[src/rtl/rmon_stat_pkg.sv]
package rmon_stat_pkg;
  typedef enum logic [1:0] {
    RX_PREAMBLE = 2'b00,
    RX_SFD      = 2'b01,
    RX_DATA     = 2'b10,
    RX_RSVD     = 2'b11
  } rx_kind_e;

  localparam int NUM_STATS  = 2;
  localparam int IDX_OCTETS = 0;
  localparam int IDX_PKTS   = 1;
endpackage

[src/rtl/rmon_rx_tap.sv]
module rmon_rx_tap
  import rmon_stat_pkg::*;
(
  input  logic                 clk,
  input  logic                 rst_n,
  input  logic                 rx_valid,
  output logic                 rx_ready,
  input  logic [1:0]           rx_kind,
  input  logic                 rx_last,
  output logic [NUM_STATS-1:0] inc
);
  logic rdy_q;
  logic beat;

  // Ready rises on the first edge out of reset and then stays high.
  always_ff @(posedge clk) begin
    if (!rst_n) rdy_q <= 1'b0;
    else        rdy_q <= 1'b1;
  end

  assign rx_ready = rdy_q;
  assign beat     = rx_valid && rdy_q;

  always_comb begin
    inc             = '0;
    inc[IDX_OCTETS] = beat && (rx_kind == RX_DATA);
    inc[IDX_PKTS]   = beat && rx_last;
  end
endmodule

[src/rtl/rmon_stat_slot.sv]
module rmon_stat_slot #(
  parameter  int CNT_W  = 32,
  parameter  int BYTE_W = 8,
  localparam int NBYTES = CNT_W / BYTE_W,
  localparam int PTR_W  = (NBYTES > 1) ? $clog2(NBYTES) : 1
) (
  input  logic              clk,
  input  logic              rst_n,
  input  logic              inc,
  input  logic              rd_sel,
  input  logic              wr_sel,
  input  logic              ptr_clr,
  input  logic [BYTE_W-1:0] wdata,
  output logic [BYTE_W-1:0] rd_byte,
  output logic [CNT_W-1:0]  cnt_o,
  output logic [PTR_W-1:0]  rd_ptr_o
);
  localparam logic [PTR_W-1:0] LAST = PTR_W'(NBYTES - 1);

  logic [CNT_W-1:0]  cnt_q;
  logic [CNT_W-1:0]  shadow_q;
  logic [CNT_W-1:0]  commit_val;
  logic [PTR_W-1:0]  rd_ptr_q;
  logic [PTR_W-1:0]  wr_ptr_q;
  logic [BYTE_W-1:0] lane_q [NBYTES-1];
  logic              commit;

  assign commit = wr_sel && (wr_ptr_q == LAST);

  // One staging register for each lower byte lane.
  for (genvar l = 0; l < NBYTES - 1; l++) begin : g_lane
    always_ff @(posedge clk) begin
      if (!rst_n)                                    lane_q[l] <= '0;
      else if (wr_sel && (wr_ptr_q == PTR_W'(l)))    lane_q[l] <= wdata;
    end
  end

  always_comb begin
    commit_val = '0;
    for (int l = 0; l < NBYTES - 1; l++)
      commit_val[l*BYTE_W +: BYTE_W] = lane_q[l];
    commit_val[CNT_W-1 -: BYTE_W] = wdata;
  end

  // A host commit wins over a count on the same edge.
  always_ff @(posedge clk) begin
    if (!rst_n)      cnt_q <= '0;
    else if (commit) cnt_q <= commit_val;
    else if (inc)    cnt_q <= cnt_q + CNT_W'(1);
  end

  always_ff @(posedge clk) begin
    if (!rst_n)                         shadow_q <= '0;
    else if (rd_sel && rd_ptr_q == '0)  shadow_q <= cnt_q;
  end

  always_ff @(posedge clk) begin
    if (!rst_n || ptr_clr) rd_ptr_q <= '0;
    else if (rd_sel)       rd_ptr_q <= (rd_ptr_q == LAST) ? '0 : rd_ptr_q + PTR_W'(1);
  end

  always_ff @(posedge clk) begin
    if (!rst_n || ptr_clr) wr_ptr_q <= '0;
    else if (wr_sel)       wr_ptr_q <= (wr_ptr_q == LAST) ? '0 : wr_ptr_q + PTR_W'(1);
  end

  // Byte 0 comes live from the counter; bytes 1 and up come from the snapshot.
  always_comb begin
    if (rd_ptr_q == '0) rd_byte = cnt_q[BYTE_W-1:0];
    else                rd_byte = shadow_q[int'(rd_ptr_q)*BYTE_W +: BYTE_W];
  end

  assign cnt_o    = cnt_q;
  assign rd_ptr_o = rd_ptr_q;
endmodule

[src/rtl/rmon_host_decode.sv]
module rmon_host_decode
  import rmon_stat_pkg::*;
#(
  parameter int                ADDR_W    = 4,
  parameter int                BYTE_W    = 8,
  parameter logic [BYTE_W-1:0] STAT_BANK = BYTE_W'(5)
) (
  input  logic                              clk,
  input  logic                              rst_n,
  input  logic [ADDR_W-1:0]                 host_addr,
  input  logic                              host_wr,
  input  logic                              host_rd,
  input  logic [BYTE_W-1:0]                 host_wdata,
  input  logic                              wr_allow,
  input  logic [NUM_STATS-1:0][BYTE_W-1:0]  slot_byte,
  output logic [NUM_STATS-1:0]              rd_sel,
  output logic [NUM_STATS-1:0]              wr_sel,
  output logic                              ptr_clr,
  output logic [BYTE_W-1:0]                 bank_o,
  output logic [BYTE_W-1:0]                 host_rdata
);
  localparam logic [ADDR_W-1:0] BANK_ADDR = '0;

  logic [BYTE_W-1:0] bank_q;
  logic [BYTE_W-1:0] rdata_q;
  logic [BYTE_W-1:0] rd_next;
  logic              stat_hit;
  logic              bank_wr;

  assign stat_hit = (bank_q == STAT_BANK);
  assign bank_wr  = host_wr && (host_addr == BANK_ADDR);
  assign ptr_clr  = bank_wr;

  for (genvar i = 0; i < NUM_STATS; i++) begin : g_sel
    logic hit;
    assign hit       = stat_hit && (host_addr == ADDR_W'(i + 1));
    assign rd_sel[i] = host_rd && hit;
    assign wr_sel[i] = host_wr && wr_allow && hit;
  end

  always_comb begin
    rd_next = '0;
    if (host_addr == BANK_ADDR) begin
      rd_next = bank_q;
    end else begin
      for (int i = 0; i < NUM_STATS; i++)
        if (stat_hit && host_addr == ADDR_W'(i + 1)) rd_next = slot_byte[i];
    end
  end

  always_ff @(posedge clk) begin
    if (!rst_n)       bank_q <= '0;
    else if (bank_wr) bank_q <= host_wdata;
  end

  always_ff @(posedge clk) begin
    if (!rst_n)       rdata_q <= '0;
    else if (host_rd) rdata_q <= rd_next;
  end

  assign bank_o     = bank_q;
  assign host_rdata = rdata_q;
endmodule

[src/rtl/rmon_stat_counters.sv]
module rmon_stat_counters
  import rmon_stat_pkg::*;
#(
  parameter int                CNT_W     = 32,
  parameter int                BYTE_W    = 8,
  parameter int                ADDR_W    = 4,
  parameter logic [BYTE_W-1:0] STAT_BANK = BYTE_W'(5)
) (
  input  logic              clk,
  input  logic              rst_n,
  input  logic              rx_valid,
  output logic              rx_ready,
  input  logic [1:0]        rx_kind,
  input  logic              rx_last,
  input  logic              cfg_rptr_rst,
  input  logic              cfg_mgmt_rst,
  input  logic [ADDR_W-1:0] host_addr,
  input  logic              host_wr,
  input  logic              host_rd,
  input  logic [BYTE_W-1:0] host_wdata,
  output logic [BYTE_W-1:0] host_rdata
);
  localparam int NBYTES = CNT_W / BYTE_W;
  localparam int PTR_W  = (NBYTES > 1) ? $clog2(NBYTES) : 1;

  logic [NUM_STATS-1:0]             inc;
  logic [NUM_STATS-1:0]             rd_sel;
  logic [NUM_STATS-1:0]             wr_sel;
  logic [NUM_STATS-1:0][BYTE_W-1:0] slot_byte;
  logic [NUM_STATS-1:0][CNT_W-1:0]  cnt_a;
  logic [NUM_STATS-1:0][PTR_W-1:0]  rd_ptr_a;
  logic [BYTE_W-1:0]                bank_q;
  logic                             ptr_clr;
  logic                             wr_allow;

  assign wr_allow = cfg_rptr_rst || cfg_mgmt_rst;

  rmon_rx_tap u_tap (
    .clk      (clk),
    .rst_n    (rst_n),
    .rx_valid (rx_valid),
    .rx_ready (rx_ready),
    .rx_kind  (rx_kind),
    .rx_last  (rx_last),
    .inc      (inc)
  );

  rmon_host_decode #(
    .ADDR_W    (ADDR_W),
    .BYTE_W    (BYTE_W),
    .STAT_BANK (STAT_BANK)
  ) u_dec (
    .clk        (clk),
    .rst_n      (rst_n),
    .host_addr  (host_addr),
    .host_wr    (host_wr),
    .host_rd    (host_rd),
    .host_wdata (host_wdata),
    .wr_allow   (wr_allow),
    .slot_byte  (slot_byte),
    .rd_sel     (rd_sel),
    .wr_sel     (wr_sel),
    .ptr_clr    (ptr_clr),
    .bank_o     (bank_q),
    .host_rdata (host_rdata)
  );

  for (genvar s = 0; s < NUM_STATS; s++) begin : g_slot
    rmon_stat_slot #(
      .CNT_W  (CNT_W),
      .BYTE_W (BYTE_W)
    ) u_slot (
      .clk      (clk),
      .rst_n    (rst_n),
      .inc      (inc[s]),
      .rd_sel   (rd_sel[s]),
      .wr_sel   (wr_sel[s]),
      .ptr_clr  (ptr_clr),
      .wdata    (host_wdata),
      .rd_byte  (slot_byte[s]),
      .cnt_o    (cnt_a[s]),
      .rd_ptr_o (rd_ptr_a[s])
    );
  end
endmodule

[config.mk]
export PLATFORM = sky130hd
export DESIGN_NAME = rmon_stat_counters
export DESIGN_NICKNAME = d
export VERILOG_FILES = /design/src/rtl/rmon_stat_pkg.sv /design/src/rtl/rmon_rx_tap.sv /design/src/rtl/rmon_stat_slot.sv /design/src/rtl/rmon_host_decode.sv /design/src/rtl/rmon_stat_counters.sv
export SDC_FILE = /design/constraint.sdc
export NUM_CORES = 1
export LEC_CHECK = 0
export CORE_AREA = 2 2 138 140
export DETAILED_ROUTE_END_ITERATION = 10
export DIE_AREA = 0 0 140 142
export PLACE_DENSITY = 0.71
export SYNTH_ARGS = -nofsm -noshare
export SYNTH_HDL_FRONTEND = slang
export SYNTH_SLANG_ARGS = --single-unit
[constraint.sdc]
create_clock -name clk -period 2.1 [get_ports clk]
set_clock_uncertainty 0.15 [all_clocks]
set_input_delay 0.21 -clock clk [delete_from_list [all_inputs] [get_ports clk]]
set_output_delay 0.21 -clock clk [all_outputs]
set_load 0.05 [all_outputs]
======== Yosys cells after proc, flatten, opt, wreduce, memory -nomap -nowiden ========
Memories as Yosys holds them, arrays and structs flattened.
Index checks and enable logic that the tools add are counted.
operators by class
  bitwise gates (word level) .............. 6
  $add $sub $neg .......................... 6
  muxes and demuxes ....................... 39
  multipliers ............................. 0
  shift operators ......................... 2
  reductions and logical operators ........ 31
  div/mod/pow operators ................... 0
  $lt $le $gt $ge ......................... 0
  equality and inequality tests ........... 12
operators with widths
  cell                                                  number
  two-way mux 32 bit                                    4
  two-way mux 8 bit                                     11
  adder 32 x 1 -> 32 bit (second input constant)        2
  indexed part select 32 x 6 -> 8 bit                   2
  logical AND 1 bit                                     21
  two-way mux 1 bit                                     20
  equality test 2 bit (second input constant)           7
  adder 2 x 1 -> 2 bit (second input constant)          4
  equality test 8 x 3 -> 1 bit (second input constant)  1
  zero test 2 bit                                       4
  two-way mux 2 bit                                     4
  bitwise OR 1 bit                                      6
  equality test 2 x 1 -> 1 bit (second input constant)  2
  equality test 4 x 1 -> 1 bit (second input constant)  1
  equality test 4 x 2 -> 1 bit (second input constant)  1
  zero test 4 bit                                       1
  nonzero test 2 bit                                    2
  logical OR 1 bit                                      2
  zero test 1 bit                                       1
storage, ports and cells
  latch bits .............................. 0
  word-level logic and storage cells ...... 109
  bits in writable memories ............... 48
  flip-flop bits (word level) ............. 153
  bits in read-only memories .............. 0
  output and inout bits ................... 9
  memories kept ........................... 2
memories
  memory                   depth  bits a word  rd ports  clocked after memory_dff  wr ports  RTL line              text
  g_slot[0].u_slot.lane_q  3      8            3         0                         3         rmon_stat_slot.sv:25  logic [BYTE_W-1:0] lane_q [NBYTES-1];
  g_slot[1].u_slot.lane_q  3      8            3         0                         3         rmon_stat_slot.sv:25

======== Depth between registers and ports, before layout ========
Gate-level depths: netlist of run 1.
  depth in word-level cells ............... 8
  depth in mapped cells ................... 9
  depth with buffers taken out ............ 6

======== Cells and area by module ========
From an unflattened synthesis of run 1, not the netlist that was laid out.
second synthesis, totals
  cells, all modules ...................... 1,098
  area total of the unflattened synthesis .. 10,080.9 um^2
by module, submodules not included
  module              area each (um^2)  instances  seq. area each (um^2)  cells an instance
  rmon_stat_slot      4,525.6           2          2,082.0                496
  rmon_host_decode    987.2             1          320.3                  102
  rmon_rx_tap         36.3              1          20.0                   3
  rmon_stat_counters  6.3               1          0.0                    1

======== Worst setup path before layout of run 1 ========
No wires, ideal clock.
  path type ............................... register to register
  start point ............................. register u_tap.rdy_q, in the netlist u_tap.rx_ready
  end point ............................... register g_slot[0].u_slot.cnt_q[31]
  arrival ................................. 1.945 ns
  slack ................................... -0.065 ns
  required time ........................... 1.880 ns
  clock period less this slack ............ 2.165 ns
  stages on the path, launching flop included .. 7
  library setup time ...................... 0.070 ns
  path buffers ............................ 1
  cells stage by stage .................... dfxtp_1 -> nand4b_1 -> nor3_1 -> buf_2 -> nand4_1 -> xor2_1 -> a21oi_1
between the ends
  word-level cells in the longest chain between the ends .. 3
ends and longest elaborated chain
  item                          RTL line              text
  start: declaration            rmon_rx_tap.sv:12     logic rdy_q;
  start signal: assignment      rmon_rx_tap.sv:17     if (!rst_n) rdy_q <= 1'b0;
  start signal: assignment      rmon_rx_tap.sv:18     else rdy_q <= 1'b1;
  logical AND 1 bit             rmon_rx_tap.sv:22     assign beat = rx_valid && rdy_q;
  logical AND 1 bit             rmon_rx_tap.sv:26     inc[IDX_OCTETS] = beat && (rx_kind == RX_DATA);
  nonzero test 2 bit (no line)  --
  end signal: assignment        rmon_stat_slot.sv:48  else if (commit) cnt_q <= commit_val;
  end signal: assignment        rmon_stat_slot.sv:49  else if (inc) cnt_q <= cnt_q + CNT_W'(1);
  end: declaration              rmon_stat_slot.sv:20  logic [CNT_W-1:0] cnt_q;
No other way between the ends.
A chain may end at the register's enable or synchronous reset.

======== Final worst setup path of run 1 ========
  start point ............................. register u_dec.rdata_q[5], in the netlist u_dec.host_rdata[5]
  end point ............................... output host_rdata[5]
RTL lines
  item                      RTL line                  text
  start: declaration        rmon_host_decode.sv:25    logic [BYTE_W-1:0] rdata_q;
  start signal: assignment  rmon_host_decode.sv:58    else if (host_rd) rdata_q <= rd_next;
  end: declaration          rmon_stat_counters.sv:21  output logic [BYTE_W-1:0] host_rdata
No word-level cell between the ends.

==> results.md, run 1 <==
- Total nets after synthesis: 1041
- Slowest-stage cell, CP: clkdlybuf4s50_1
- Top cell family by delay on the critical path: buffers and inverters
- Crit-path cells: clkdlybuf4s50_1
- FF-to-FF End: g_slot[0].u_slot.shadow_q[11]$_SDFFE_PN0P_
- Antenna violations before repair: 0
- RSZ-0062 raised after global routing: true
- Die footprint: 19880 µm²
- FF-to-FF path depth: 8
- Fin crit period: 2.063 ns
- Setup CP Type: reg2out
- Crit path from: u_dec.host_rdata[5]$_SDFFE_PN0P_
- Sequential fraction of the synthesis area: 47.21%
- Initial core utilization: 51.69%
- Clock Sinks: 201
- First-pass GRT wire length: 38.71 mm
- P_int: 6.461 mW
- Register area: 4507 µm²
- Synth unique cells: 46
- Share of cells above drive strength 1: 14.67%
- Worst-Margin Slew: 0.6676 ns
- Flop2flop setup slack: 0.08 ns
- DR vias/cell: 5.747
- Root Buffer: clkbuf_16
- Switching share of power: 20.77%
- Routability cong.: 0.8735
- Port Buffers: 30
- H-tree depth: 1
- Detailed placement HPWL: 16.74 mm
- Hold Path Class: reg2reg
- Worst hold stages: 2
- Final Max Slew Viols: 0
- Most frequent cells in the layout: nand2_1 (193), dfxtp_1 (151), buf_4 (79)
- Violated checks: design-rule violations
- Fmax: 484.8 MHz
- Synthesized area per cell: 9.493 µm²
- WP data required: 1.74 ns
- Final Cell Area: 11530 µm²
- Worst Hold Slack: 0.2971 ns
- Final nets: 1127
- Die height: 142 µm
- Leakage: 4.375 nW
- CP bufs+invs: 1
- Initial drt markers: 691
- # IOs: 31
- CP max stage delay: 0.82 ns
- Area of the multi-input gates: 4687 µm²
- Core Region: 18460 µm²
- Postcts setup bufs: 0
- Final setup fails: 0
- Outcome: complete, but fails checks
- Max_cap viols: 0
- Fill cells: 1503
- Final Cycle Share: 98.22%
- CTS buffer count: 21
- Post-Place Cells: 1300
- Sequential power share: 49.1%
- Fin cells: 1338
- Cell type with the largest total area after synthesis: dfxtp_1
- DR vias: 7689
- Drt drc: 2
- Clock Latency Late Sink: 0.49 ns
- Largest net degree at the start of global routing: 109
- WP data arrival: 1.70 ns
- CP Capture Type: primary output
- R2r startpoint: u_dec.bank_o[3]$_SDFFE_PN0P_
- Final hold vios: 0
- Combinational Power Share: 4.2%
- P per Cell Area: 707.5 nW/µm²
- Area grow syn2layout: 20.81%
- Final WL: 24.52 mm
- Worst-path clk slew: 0.06 ns
- Mapped Area: 9540 µm²
- Vias in the first global route: 7213
- Yosys Warn Count: 0
- Clock Tree Buf Depth: 3
- Worst Hold Launch: g_slot[1].u_slot.shadow_q[24]$_SDFFE_PN0P_
- Synth Register Bits: 201
- CP Max Fanout: 3
- Antenna Nets Post-Route: 0
- Post-synth top area share: 32.10%
- Overall global routing resource usage: 24.67%
- Slew margin rel.: 55.35%
- CTS tree: done
- Per-cell routed wire length: 18.32 µm
- Antenna Cells: 0
- Net Sw Power: 1.694 mW
- Peak supply drop: 0.4554 mV
- Critical Path Source Type: flip-flop
- Std cell rows: 50
- Placed Area: 10760 µm²
- Worst Hold End: g_slot[1].u_slot.shadow_q[24]$_SDFFE_PN0P_
- Top post-synthesis cells by area: dfxtp_1 (32%), edfxtp_1 (15%), nand2_1 (7.6%), a21boi_1 (4.6%), mux4_2 (3.8%)
- Post-Syn Instances: 1005
- Die width: 140 µm
- Congestion Overflow GR: 0
- Most common cell after layout, fill and taps aside: nand2_1
- Pre-Repair DR Iteration Count: 8
- Clock power frac: 46.7%
-- logic make-up (layout without fill, tap and decap cells) --
family	after synthesis	count (layout)	synth area share (%)
fa+ha+maj	14	14	1.836
buf+inv	78	177	3.803
flops	201	201	47.21
xor+xnor	60	60	5.508
mux	33	33	5.561
compound gates	228	228	15.54
simple gates	391	391	20.54
-- synth_stat cells, drive strengths merged --
master / number
and4: 15
a21oi: 64
dfxtp: 153
a21boi: 71
ha: 14
and2: 55
o211ai: 1
and3: 15
nor3: 14
inv: 13
and4b: 1
o21ai: 53
o311a: 7
nor4bb: 1
mux4: 16
o31ai: 1
or3: 4
nor4: 6
edfxtp: 48
nand3: 41
o21a: 9
xor2: 38
nand2: 194
nand4: 27
clkbuf: 43
buf: 22
o221ai: 7
or2b: 1
nor2: 14
or4: 1
o211a: 15
mux2i: 17
and4bb: 1
nand4b: 1
xnor2: 22
-- registers in the layout, indices dropped and copies added (netlist names) --
signal                  cells
g_slot.u_slot.cnt_o        64
g_slot.u_slot.shadow_q     64
g_slot.u_slot.lane_q       48
u_dec.bank_o                8
u_dec.host_rdata            8
g_slot.u_slot.rd_ptr_o      4
g_slot.u_slot.wr_ptr_q      4
u_tap.rx_ready              1
-- per-stage QoR --
step                setup WS (ns)  power (mW)  utilization, %  setup TNS (ns)
floorplan                 0.04916       4.233               -               0
global placement         -0.02855       4.421           58.33         -0.8620
detailed placement        -0.1029       4.424           58.33          -5.767
CTS                       0.01927       8.186           62.22               0
global route             -0.03487       8.367           62.45        -0.03827
finish                    0.03740       8.155           62.45               0
-- worst max-delay path by stage --
| stage | slack, ns | cells past startpoint | endpoint |
|---|---|---|---|
| floorplan | 0.05 | 5 | g_slot[0].u_slot.lane_q[0][0]$_SDFFCE_PN0P_ |
| global placement | -0.03 | 8 | g_slot[0].u_slot.shadow_q[1]$_SDFFE_PN0P_ |
| detailed placement | -0.10 | 8 | g_slot[0].u_slot.shadow_q[12]$_SDFFE_PN0P_ |
| CTS | 0.02 | 1 | rx_ready |
| global route | -0.03 | 8 | g_slot[0].u_slot.shadow_q[10]$_SDFFE_PN0P_ |
| finish | 0.04 | 1 | host_rdata[5] |
-- power groups by stage --
stage	Sequential, mW	Clock [mW]	Combinational [mW]
2_1_floorplan	4.10	0	0.136
3_3_place_gp	4.09	0	0.331
3_5_place_dp	4.09	0	0.333
4_1_cts	4.01	3.84	0.335
5_1_grt	4.01	4.00	0.363
6_report	4.01	3.81	0.339
-- layer usage --
metal | GRT usage, % | share of wire [%] | vias up
met5 | 0 | 0 | -
met4 | 6.486 | 2.1 | 0
met3 | 4.576 | 7.5 | 36
met2 | 36.82 | 43 | 253
met1 | 37.05 | 47 | 3663
li1 | - | - | 3737
-- area by class of cell --
cell class                 instances  area share [%]
multi-input combinational        726           40.66
sequential                       201           39.10
timing repair buffer             128           11.12
clock buffer                      31           5.504
tap                              234           2.540
clock inverter                     5          0.6513
inverter                          13          0.4234
-- timing repair --
item | 4_1_cts | 5_1_grt
gates resized for setup | 0 | 11
hold buffers | 1 | 0
endpoints found under the setup margin | 0 | 65
hold endpoints to repair | 18 | 0
Note: power is estimated with default switching activity, not from simulation.
==> run 2: changes to the inputs <==
--- a/config.mk
+++ b/config.mk
@@ -5,10 +5,11 @@
 export SDC_FILE = /design/constraint.sdc
 export NUM_CORES = 1
 export LEC_CHECK = 0
-export CORE_AREA = 2 2 138 140
+export CORE_AREA = 2 2 164 166
 export DETAILED_ROUTE_END_ITERATION = 10
-export DIE_AREA = 0 0 140 142
-export PLACE_DENSITY = 0.71
+export DIE_AREA = 0 0 166 168
+export PLACE_DENSITY = 0.53
+export REMOVE_ABC_BUFFERS = 1
 export SYNTH_ARGS = -nofsm -noshare
 export SYNTH_HDL_FRONTEND = slang
 export SYNTH_SLANG_ARGS = --single-unit
==> results.md, run 2 (synthesized netlist as in run 1, its figures left out) <==
- Register area: 4511 µm² (was 4507 µm²)
- WP data required: 1.74 ns (about the same)
- Fmax: 487.4 MHz (was 484.8 MHz)
- Vias in the first global route: 7370 (was 7213)
- Antenna Nets Post-Route: 0 (unchanged)
- Fill cells: 2485 (was 1503)
- Fin util: 45.61% (was 62.45%)
- Clock Tree Buf Depth: 3 (unchanged)
- Top cell family by delay on the critical path: buffers and inverters (unchanged)
- Flop2flop setup slack: 0.06 ns (was 0.08 ns)
- Final Cell Area: 12020 µm² (was 11530 µm²)
- CP Max Fanout: 3 (unchanged)
- CP bufs+invs: 1 (unchanged)
- CTS tree: done (unchanged)
- Fin cells: 1477 (was 1338)
- Crit-path cells: clkdlybuf4s50_1 (unchanged)
- Peak supply drop: 0.4126 mV (was 0.4554 mV)
- Setup TNS: 0 ns (unchanged)
- Leakage: 4.610 nW (was 4.375 nW)
- Pre-Repair DR Iteration Count: 7 (was 8)
- Post-Place Cells: 1430 (was 1300)
- Initial drt markers: 564 (was 691)
- DR vias: 7648 (was 7689)
- Slowest-stage cell, CP: clkdlybuf4s50_1 (unchanged)
- Final nets: 1156 (was 1127)
- Max_cap viols: 0 (unchanged)
- Most frequent cells in the layout: nand2_1 (189), dfxtp_1 (150), buf_4 (100) (was nand2_1 (193), dfxtp_1 (151), buf_4 (79))
- Area of the multi-input gates: 4718 µm² (was 4687 µm²)
- Port Buffers: 30 (unchanged)
- Hold Path Class: reg2reg (unchanged)
- Routability cong.: 0.7950 (was 0.8735)
- Dpl ws: -0.2168 ns (was -0.1029 ns)
- Fin crit period: 2.052 ns (was 2.063 ns)
- Slew margin rel.: 59.86% (was 55.35%)
- Final Cycle Share: 97.71% (was 98.22%)
- Final worst setup slack: 0.04810 ns (was 0.03740 ns)
- Share of cells above drive strength 1: 17.25% (was 14.67%)
- WP data arrival: 1.69 ns (was 1.70 ns)
- Final WL: 27.25 mm (was 24.52 mm)
- Std cell rows: 60 (was 50)
- Area grow syn2layout: 25.97% (was 20.81%)
- Most common cell after layout, fill and taps aside: nand2_1 (unchanged)
- Final Max Slew Viols: 0 (unchanged)
- P per Cell Area: 689.1 nW/µm² (was 707.5 nW/µm²)
- Die width: 166 µm (was 140 µm)
- Setup CP Type: reg2out (unchanged)
- Antenna violations before repair: 2 (was 0)
- CTS buffer count: 22 (was 21)
- Final setup fails: 0 (unchanged)
- Worst-Margin Slew: 0.6003 ns (was 0.6676 ns)
- Critical Path Source Type: flip-flop (unchanged)
- Initial core utilization: 36.21% (was 51.69%)
- RSZ-0062 raised after global routing: true (unchanged)
- Antenna Cells: 0 (unchanged)
- # IOs: 31 (unchanged)
- Die footprint: 27890 µm² (was 19880 µm²)
- Root Buffer: clkbuf_16 (unchanged)
- DR vias/cell: 5.178 (was 5.747)
- Clock Latency Late Sink: 0.51 ns (was 0.49 ns)
- H-tree depth: 1 (unchanged)
- Detailed placement HPWL: 18.86 mm (was 16.74 mm)
- CP max stage delay: 0.83 ns (was 0.82 ns)
- Outcome: complete, no violations (was complete, but fails checks)
- Placed Area: 11120 µm² (was 10760 µm²)
- Largest net degree at the start of global routing: 109 (unchanged)
- Die height: 168 µm (was 142 µm)
- Drt drc: 0 (was 2)
- CP Capture Type: primary output (unchanged)
- Clock Sinks: 201 (unchanged)
- Core Region: 26350 µm² (was 18460 µm²)
- First-pass GRT wire length: 42.19 mm (was 38.71 mm)
- Worst-path clk slew: 0.06 ns (about the same)
- Overall global routing resource usage: 19.07% (was 24.67%)
- Per-cell routed wire length: 18.45 µm (was 18.32 µm)
- Congestion Overflow GR: 0 (unchanged)
- Final hold vios: 0 (unchanged)
==> run 2: changes by cell type in the layout (fill, tap and decap cells not counted), sizes merged <==
| cell | delta |
|---|---|
| buf | +26 |
| bufinv | +1 |
| clkbuf | -3 |
| clkdlybuf4s50 | -3 |
| clkinv | +5 |
| clkinvlp | +3 |
| dlygate4sd2 | +1 |
| dlymetal6s2s | +2 |
==> run 2: final cells by class <==
type / count / share of cell area (%)
Clock buffer: 26 / 4.883
Clock inverter: 14 / 1.187
Inverter: 13 / 0.4060
Multi-Input combinational cell: 726 / 39.26
Sequential cell: 201 / 37.53
Tap cell: 341 / 3.550
Timing Repair Buffer: 156 / 13.18
==> run 2: timing repair <==
item	in CTS	in global routing
resized for setup	2	24
endpoints found under the hold margin	1	0
gates cloned	0	3
setup buffers	0	3
pin swaps	0	4
endpoints found under the setup margin	3	152
hold buffers	1	0
==> run 2: path summary, 6_finish.rpt <==
kind	start	endpoint	cells after the start
setup / recovery	u_dec.host_rdata[4]$_SDFFE_PN0P_	host_rdata[4]	1
setup reg to reg	u_dec.bank_o[6]$_SDFFE_PN0P_	g_slot[1].u_slot.rd_ptr_o[0]$_SDFFE_PP0P_	7
hold reg to reg	g_slot[1].u_slot.shadow_q[6]$_SDFFE_PN0P_	g_slot[1].u_slot.shadow_q[6]$_SDFFE_PN0P_	2
hold / removal	g_slot[1].u_slot.shadow_q[6]$_SDFFE_PN0P_	g_slot[1].u_slot.shadow_q[6]$_SDFFE_PN0P_	2
==> run 2: metrics by stage <==
step	hold slack [ns]	power, mW
after floorplan	0.08772	4.195
after global placement	0.2858	4.449
after detailed placement	0.2921	4.451
after CTS	0.2999	8.371
after global routing	0.3091	8.546
final	0.2966	8.282
==> run 2: where the power goes <==
group | internal [mW] | leakage [nW] | switching [mW]
Combinational | 0.154 | 2.53 | 0.206
Clock | 2.36 | 0.347 | 1.56
Sequential | 3.99 | 1.73 | 0.0156
Total | 6.50 | 4.61 | 1.78
==> run 2: layer usage <==
layer	part of all wire [%]	wire, µm	GRT usage, %	vias up
li1	-	-	-	3803
met1	51	13930	28.93	3614
met2	42	11470	28.47	185
met3	4.3	1166	2.116	46
met4	2.5	680	5.747	0
met5	0	0	0	-
==> run 3: changes to the inputs <==
--- a/config.mk
+++ b/config.mk
@@ -8,7 +8,7 @@
 export CORE_AREA = 2 2 164 166
 export DETAILED_ROUTE_END_ITERATION = 10
 export DIE_AREA = 0 0 166 168
-export PLACE_DENSITY = 0.53
+export PLACE_DENSITY = 0.51
 export REMOVE_ABC_BUFFERS = 1
 export SYNTH_ARGS = -nofsm -noshare
 export SYNTH_HDL_FRONTEND = slang
==> constraint.sdc (replaced) <==
create_clock -name clk -period 1.95 [get_ports clk]
set_clock_uncertainty 0.15 [all_clocks]
set_input_delay 0.195 -clock clk [delete_from_list [all_inputs] [get_ports clk]]
set_output_delay 0.195 -clock clk [all_outputs]
set_load 0.05 [all_outputs]
==> results.md, run 3 (synthesized netlist as in run 1, its figures left out) <==
- Congestion Overflow GR: 0 (unchanged)
- Share of cells above drive strength 1: 34.43% (was 17.25%)
- R2r startpoint: u_dec.bank_o[3]$_SDFFE_PN0P_ (was u_dec.bank_o[6]$_SDFFE_PN0P_)
- Area of the multi-input gates: 5542 µm² (was 4718 µm²)
- Fin crit period: 2.051 ns
- DR vias: 8035 (was 7648)
- Fill cells: 2361 (was 2485)
- Area grow syn2layout: 41.55% (was 25.97%)
- Final Max Slew Viols: 0 (unchanged)
- Vias in the first global route: 7373 (was 7370)
- Final setup fails: 127 (was 0)
- Antenna Cells: 0 (unchanged)
- Setup TNS: -5.702 ns (was 0 ns)
- Worst-Margin Slew: 0.5013 ns (was 0.6003 ns)
- Critical Path Source Type: flip-flop (unchanged)
- FF-to-FF path depth: 7 (unchanged)
- Initial drt markers: 466 (was 564)
- Most frequent cells in the layout: dfxtp_1 (151), buf_4 (115), nand2_1 (110) (was nand2_1 (189), dfxtp_1 (150), buf_4 (100))
- # IOs: 31 (unchanged)
- Pre-Repair DR Iteration Count: 5 (was 7)
- Die width: 166 µm (unchanged)
- Final WL: 29.60 mm (was 27.25 mm)
- Clock Tree Buf Depth: 3 (unchanged)
- Crit path from: u_dec.bank_o[3]$_SDFFE_PN0P_ (was u_dec.host_rdata[4]$_SDFFE_PN0P_)
- Final nets: 1208 (was 1156)
- Violated checks: negative setup slack
- Root Buffer: clkbuf_16 (unchanged)
- CTS tree: done (unchanged)
- Largest net degree at the start of global routing: 79 (was 109)
- Clock Latency Late Sink: 0.51 ns (about the same)
- Overall global routing resource usage: 19.54% (was 19.07%)
- Leakage: 5.487 nW (was 4.610 nW)
- WP data required: 2.19 ns (was 1.74 ns)
- Final worst setup slack: -0.1013 ns (was 0.04810 ns)
- Hold Path Class: in2reg (was reg2reg)
- P per Cell Area: 646.0 nW/µm² (was 689.1 nW/µm²)
- DR vias/cell: 5.255 (was 5.178)
- RSZ-0062 raised after global routing: true (unchanged)
- WP data arrival: 2.30 ns (was 1.69 ns)
- FF-to-FF End: g_slot[0].u_slot.cnt_o[3]$_SDFFE_PN0P_ (was g_slot[1].u_slot.rd_ptr_o[0]$_SDFFE_PP0P_)
- Port Buffers: 30 (unchanged)
- First-pass GRT wire length: 42.88 mm (was 42.19 mm)
- Final hold vios: 0 (unchanged)
- Clock Sinks: 201 (unchanged)
- Antenna violations before repair: 0 (was 2)
- Flop2flop setup slack: -0.10 ns (was 0.06 ns)
- Outcome: complete, but fails checks (was complete, no violations)
- Per-cell routed wire length: 19.36 µm (was 18.45 µm)
- Final Cycle Share: 105.2%
- CP Max Fanout: 8 (was 3)
- Std cell rows: 60 (unchanged)
- Slew margin rel.: 66.71% (was 59.86%)
- Worst setup path endpoint: g_slot[0].u_slot.cnt_o[3]$_SDFFE_PN0P_ (was host_rdata[4])
- Dpl ws: -0.6064 ns (was -0.2168 ns)
- Fmax: 487.5 MHz
- Max_cap viols: 0 (unchanged)
- Routability cong.: 0.8229 (was 0.7950)
- Worst-path clk slew: 0.06 ns (about the same)
- Most common cell after layout, fill and taps aside: dfxtp_1 (was nand2_1)
- Antenna Nets Post-Route: 0 (unchanged)
- Register area: 4507 µm² (was 4511 µm²)
- Die footprint: 27890 µm² (unchanged)
- H-tree depth: 1 (unchanged)
- Hold-fix buffers, CTS: 0 (was 1)
- Setup CP Type: reg2reg (was reg2out)
- Detailed placement HPWL: 19.05 mm (was 18.86 mm)
- Die height: 168 µm (unchanged)
- Core Region: 26350 µm² (unchanged)
- CP Capture Type: flip-flop (was primary output)
- Fin util: 51.25% (was 45.61%)
- Peak supply drop: 0.3305 mV (was 0.4126 mV)
- Worst Hold Slack: 0.07279 ns (was 0.2966 ns)
- CTS buffer count: 23 (was 22)
- Initial core utilization: 36.21% (unchanged)
- Drt drc: 0 (unchanged)
-- run 3: cell count changes in the layout (fill, tap and decap cells not counted), moves of 8 or more --
cell and delta:
a21boi_1 -21, a21boi_2 +25, a21oi_1 -24, a21oi_2 +24, buf_4 +15, buf_6 +17, clkbuf_1 +8, clkbuf_16 +10
nand2_1 -79, nand2_2 +33, nand2_4 +46, o21ai_0 -28, o21ai_1 +14, o21ai_2 +11
-- run 3: where the power goes --
part / switching (mW) / leakage (nW) / internal, mW
clock: 1.69 / 0.331 / 2.28
combinational: 0.253 / 3.43 / 0.188
sequential: 0.0160 / 1.73 / 4.30
-- run 3: worst max-delay path, cell delays in order, from the launching register on --
cell     delay [ns]
dfxtp_2        0.33
nor4_4         0.33
and4_4         0.29
buf_12         0.11
nand3_4        0.17
buf_12         0.22
buf_8          0.13
o211a_1        0.20
-- run 3: cell type report --
class | instances | area share, %
clock inverters | 4 | 0.1760
inverters | 13 | 0.3613
well taps | 341 | 3.159
clock buffers | 37 | 4.827
flip-flops and latches | 201 | 33.37
repair buffers | 207 | 17.07
multi-input cells | 726 | 41.04
-- run 3: how the worst min path moves through the flow --
| stage | startpoint | to | slack [ns] | cells after the start |
|---|---|---|---|---|
| after floorplan | rst_n | u_tap.rx_ready$_DFF_P_ | 0.07 | 0 |
| after global placement | g_slot[1].u_slot.shadow_q[27]$_SDFFE_PN0P_ | g_slot[1].u_slot.shadow_q[27]$_SDFFE_PN0P_ | 0.28 | 2 |
| after detailed placement | g_slot[0].u_slot.shadow_q[20]$_SDFFE_PN0P_ | g_slot[0].u_slot.shadow_q[20]$_SDFFE_PN0P_ | 0.29 | 2 |
| after CTS | rst_n | u_tap.rx_ready$_DFF_P_ | 0.05 | 2 |
| after global routing | rst_n | g_slot[0].u_slot.cnt_o[28]$_SDFFE_PN0P_ | 0.07 | 4 |
| final | rst_n | g_slot[0].u_slot.cnt_o[28]$_SDFFE_PN0P_ | 0.07 | 4 |
-- run 3: metal layers --
layer | wire length [µm] | vias to the layer above | GRT usage, %
met5 | 0 | - | 0
met4 | 397 | 0 | 4.348
met3 | 1226 | 33 | 2.492
met2 | 13310 | 152 | 29.42
met1 | 14660 | 3933 | 29.82
li1 | - | 3917 | -
-- run 3: metrics by stage --
step | instance area, µm² | total power, mW | instances
final | 13500 | 8.724 | 1529
after global placement | 11360 | 4.813 | 1459
after CTS | 12280 | 8.780 | 1508
after floorplan | 9226 | 4.518 | 940
after detailed placement | 11360 | 4.812 | 1459
after global routing | 13500 | 8.974 | 1529
-- run 3: what timing repair did --
action / in CTS / in global routing
setup buffers: 5 / 7
pin swaps: 38 / 108
cloned: 3 / 18
gates resized for setup: 63 / 244
endpoints found under the setup margin: 197 / 223
